File: config.mk
export PLATFORM = sky130hd
export DESIGN_NAME = ms_oneshot_timer
export DESIGN_NICKNAME = d
export VERILOG_FILES = /design/src/rtl/tmr_pkg.sv /design/src/rtl/tmr_regs.sv /design/src/rtl/tmr_prescaler.sv /design/src/rtl/tmr_downcnt.sv /design/src/rtl/ms_oneshot_timer.sv
export SDC_FILE = /design/constraint.sdc
export NUM_CORES = 1
export LEC_CHECK = 0
export ABC_AREA = 1
export ABC_CLOCK_PERIOD_IN_PS = 5830
export BUFFER_PORTS_ARGS = -buffer_cell sky130_fd_sc_hd__buf_4
export CORE_MARGIN = 8
export CORE_UTILIZATION = 40
export CTS_CLUSTER_DIAMETER = 80
export DETAILED_ROUTE_END_ITERATION = 10
export GPL_TIMING_DRIVEN = 0
export MAX_ROUTING_LAYER = met4
export PLACE_DENSITY = 0.63
export SETUP_SLACK_MARGIN = 0.4
export SLEW_MARGIN = 20
export SYNTH_ARGS = -nofsm -noshare
export SYNTH_HDL_FRONTEND = slang
export SYNTH_HIERARCHICAL = 1
export SYNTH_SLANG_ARGS = --single-unit
export TNS_END_PERCENT = 100
File: constraint.sdc
create_clock -name clk_i -period 5.83 [get_ports clk_i]
set_input_delay 1.166 -clock clk_i [delete_from_list [all_inputs] [get_ports clk_i]]
set_output_delay 1.166 -clock clk_i [all_outputs]
set_load 0.01 [all_outputs]
File: src/rtl/tmr_pkg.sv
package tmr_pkg;
  typedef struct packed {
    logic val_we;
    logic start;
  } tmr_cmd_t;

  function automatic int unsigned div_ratio(input int unsigned clk_hz, input int unsigned tick_hz);
    return (clk_hz / tick_hz < 1) ? 1 : clk_hz / tick_hz;
  endfunction
endpackage

File: src/rtl/tmr_regs.sv
module tmr_regs #(
  parameter int DW    = 32,
  parameter int CNT_W = 16
) (
  input  logic             clk_i,
  input  logic             rst_ni,
  input  logic             wr_en_i,
  input  logic             val_sel_i,
  input  logic             trig_sel_i,
  input  logic [DW-1:0]    wdata_i,
  output tmr_pkg::tmr_cmd_t cmd_o,
  output logic [CNT_W-1:0] value_o
);
  logic [CNT_W-1:0] value_q;
  logic             unused_wdata;

  // trigger data and upper bits are don't-care
  assign unused_wdata = ^wdata_i;

  assign cmd_o.val_we = wr_en_i & val_sel_i;
  assign cmd_o.start  = wr_en_i & trig_sel_i;

  always_ff @(posedge clk_i or negedge rst_ni) begin
    if (!rst_ni)          value_q <= '0;
    else if (cmd_o.val_we) value_q <= wdata_i[CNT_W-1:0];
  end

  assign value_o = value_q;
endmodule

File: src/rtl/tmr_prescaler.sv
module tmr_prescaler #(
  parameter int unsigned DIV = 16
) (
  input  logic clk_i,
  input  logic rst_ni,
  input  logic run_i,
  input  logic restart_i,
  output logic tick_o
);
  generate
    if (DIV <= 1) begin : g_pass
      logic unused_restart;
      assign unused_restart = restart_i;
      assign tick_o = run_i;
    end else begin : g_div
      localparam int PW = $clog2(DIV);
      localparam logic [PW-1:0] LAST = PW'(DIV - 1);
      logic [PW-1:0] pre_q;

      assign tick_o = run_i && !restart_i && (pre_q == LAST);

      always_ff @(posedge clk_i or negedge rst_ni) begin
        if (!rst_ni)                  pre_q <= '0;
        else if (restart_i || !run_i) pre_q <= '0;
        else if (pre_q == LAST)       pre_q <= '0;
        else                          pre_q <= pre_q + 1'b1;
      end
    end
  endgenerate
endmodule

File: src/rtl/tmr_downcnt.sv
module tmr_downcnt #(
  parameter int CNT_W = 16
) (
  input  logic             clk_i,
  input  logic             rst_ni,
  input  logic             start_i,
  input  logic [CNT_W-1:0] load_i,
  input  logic             tick_i,
  output logic             running_o,
  output logic [CNT_W-1:0] remaining_o,
  output logic             fire_o
);
  logic             run_q, fire_q;
  logic [CNT_W-1:0] rem_q;
  logic             last_tick;

  // 0 and 1 both expire on the first tick
  assign last_tick = run_q && tick_i && (rem_q <= CNT_W'(1));

  always_ff @(posedge clk_i or negedge rst_ni) begin
    if (!rst_ni) begin
      run_q  <= 1'b0;
      rem_q  <= '0;
      fire_q <= 1'b0;
    end else begin
      fire_q <= last_tick && !start_i;
      if (start_i) begin
        run_q <= 1'b1;
        rem_q <= load_i;
      end else if (last_tick) begin
        run_q <= 1'b0;
      end else if (run_q && tick_i) begin
        rem_q <= rem_q - 1'b1;
      end
    end
  end

  assign running_o   = run_q;
  assign remaining_o = rem_q;
  assign fire_o      = fire_q;
endmodule

File: src/rtl/ms_oneshot_timer.sv
module ms_oneshot_timer #(
  parameter int unsigned CLK_FREQ_HZ  = 125_000_000,
  parameter int unsigned TICK_FREQ_HZ = 1000,
  parameter int          DW           = 32,
  parameter int          CNT_W        = 16
) (
  input  logic          clk_i,
  input  logic          rst_ni,
  input  logic          wr_en_i,
  input  logic          val_sel_i,
  input  logic          trig_sel_i,
  input  logic [DW-1:0] wdata_i,
  output logic          irq_o
);
  localparam int unsigned DIV = tmr_pkg::div_ratio(CLK_FREQ_HZ, TICK_FREQ_HZ);

  tmr_pkg::tmr_cmd_t cmd;
  logic [CNT_W-1:0]  value;
  logic [CNT_W-1:0]  remaining;
  logic              running, tick, start, val_we;

  assign start  = cmd.start;
  assign val_we = cmd.val_we;

  tmr_regs #(.DW(DW), .CNT_W(CNT_W)) u_regs (
    .clk_i, .rst_ni, .wr_en_i, .val_sel_i, .trig_sel_i, .wdata_i,
    .cmd_o(cmd), .value_o(value)
  );

  tmr_prescaler #(.DIV(DIV)) u_pre (
    .clk_i, .rst_ni, .run_i(running), .restart_i(start), .tick_o(tick)
  );

  tmr_downcnt #(.CNT_W(CNT_W)) u_cnt (
    .clk_i, .rst_ni, .start_i(start), .load_i(value), .tick_i(tick),
    .running_o(running), .remaining_o(remaining), .fire_o(irq_o)
  );
endmodule

==> metrics.yaml <==
outcome: "completed"
vias_per_cell: 4.852
fin_tns_setup_ns: 0
chipHeight_um: 103.5
multi_input_area_um2: 1529
grt_pass1_vias: 2568
cp_slowest_stage_delay_ns: 0.38
fillCellCount: 768
die_w_um: 103.5
grtUsageMet1_pct: 17.46
seqCellArea_um2: 1276
crit_path_top_delay_cell: "nor3b_1"
rsz0062_at_grt: "no"
antenna_left: 0
power.leakage_uw: 0.001738
cp_max_fo: 10
start_util_pct: 40.51
cts_sinks: 51
hold_viol_final: 0
worstMarginPinSlew_ns: 0.6550
grt_max_degree: 52
first_iter_violations: 128
clock_path_buffers: 2
total_power_uw: 986.3
ctsHoldBuffers: 0
holdCritPathClass: "reg -> reg"
period_minus_slack_ns: 2.826
io_buffers: 19
dieArea_um2: 10720
rows: 32
cts_made_buffers: 5
irDropWorstVdd_v: 0.0001350
core_area_um2: 7567
n_antenna_cell: 0
track_usage_pct: 13.40
worstSetupPathType: "in -> reg"
area_growth_pct: 11.92
worstSetupEndpointType: "flip-flop"
path_delay_family: "simple AND/OR/NAND/NOR gates"
cts.repair.resized: 0
worst-path-buf-inv: 5
setup_viol_count_final: 0
grt_pass1_wl_um: 11980
htree_levels: 2
worstPathArrival_ns: 3.01
finalCritPeriodShare_pct: 48.47
clkTransAtPathRegs_ns: 0.09
synth_area_um2: 3065
met2_usage_pct: 20.76
root_buffer: "clkbuf_8"
yosysWarningCount: 6
whs_ns: 0.4765
drv_cap: 0
wire_per_inst_um: 12.17
crit_path_cell_trace: "buf_6, clkbuf_8, nand2_1, inv_1, nor2_4, inv_1, nor2_1, nand2_1, inv_1, nand3_1, nor3_1, nor3b_1, nor2_1"
fin_skew_ns: 0.007760
grt_use_met3_pct: 2.602
syn_area_per_cell_um2: 7.299
crit_required_ns: 6.01
place_hpwl_um: 5013
clock_latency_ns: 0.31
pwr_density_cell_nw_per_um2: 287.5
slew_viol_final: 0
drc_errors: 0
drtPass1Iterations: 4
max_freq_ghz: 0.3539
final_nets: 486
antenna_found_initial: 0
vias: 2664
totalWireLength_um: 6682
cpMostUsedCell: "inv_1"
startpoint_type: "input port"
cts_setup_buffers: 0
maxSlewHeadroom_pct: 56.34
busiest_layer: "met2"
drive_above_1_share_pct: 17.67
cts_tree: "built"
gp_congestion: 0.8765
syn_nets: 460
grt-ovfl-total: 0
syn_inst: 420
ioPinCount: 38
## per-stage QoR
| step | instances | setup WS [ns] | instance area, um2 | util, % |
|---|---|---|---|---|
| after floorplan | 420 | 3.072 | 3065 | - |
| after global placement | 541 | 2.699 | 3336 | 44.08 |
| after detailed placement | 541 | 2.682 | 3336 | 44.08 |
| after CTS | 549 | 3.010 | 3431 | 45.34 |
| after global routing | 549 | 2.839 | 3431 | 45.34 |
| final | 549 | 3.004 | 3431 | 45.34 |
## worst paths after layout
kind                                      start                     to  slack (ns)  cells after the start
setup / recovery                        wr_en_i        u_cnt/running_o        3.00                     13
hold / removal                u_regs/value_o[0]      u_regs/value_o[0]        0.48                      2
setup reg to reg           u_pre/g_div.pre_q[0]        u_cnt/running_o        3.67                     13
hold reg to reg               u_regs/value_o[0]      u_regs/value_o[0]        0.48                      2
max in group asynchronous                rst_ni   u_cnt/remaining_o[7]        4.51                      1
min in group asynchronous                rst_ni  u_pre/g_div.pre_q[12]        0.87                      1
## cells in the final DEF (no fill, tap or decap), drive strengths merged, types with 4 or more instances in the layout
cell	count
nand2	146
xor2	6
nand3	58
a21oi	4
dfrtp	51
nand4	4
clkbuf	10
nor2	70
buf	28
o21ai	15
inv	40
## sequential cells by signal, summed over array words and instances, names as in the netlist
register and cells:
u_regs/value_o 16, u_cnt/remaining_o 16, u_pre/g_div.pre_q 17, u_cnt/running_o 1, u_cnt/fire_o 1
## layer usage
metal / vias to the layer above / share of wire, %
li1: 1373 / -
met1: 1244 / 51
met2: 43 / 46
met3: 4 / 2.6
met4: 0 / 0.60
met5: - / 0
## power breakdown
part           internal, uW  total, uW  switching (uW)  leakage, uW
logic                   113        300             188      0.00103
registers               408        468            60.1     0.000659
clock network          97.6        218             120    0.0000484
## worst min-delay path: stages (launching register included)
cell and delay (ns):
dfrtp_1 0.35, nand2_1 0.05, nand2_1 0.04
## cell type report
class,count,share of cell area [%]
Buffer,12,3.209
Clock buffer,7,2.516
Clock inverter,1,0.2553
Inverter,40,4.376
Multi-Input combinational cell,317,44.57
Sequential cell,51,37.20
Tap cell,102,3.720
Timing Repair Buffer,19,4.158
(Power assumes the default switching activity.)
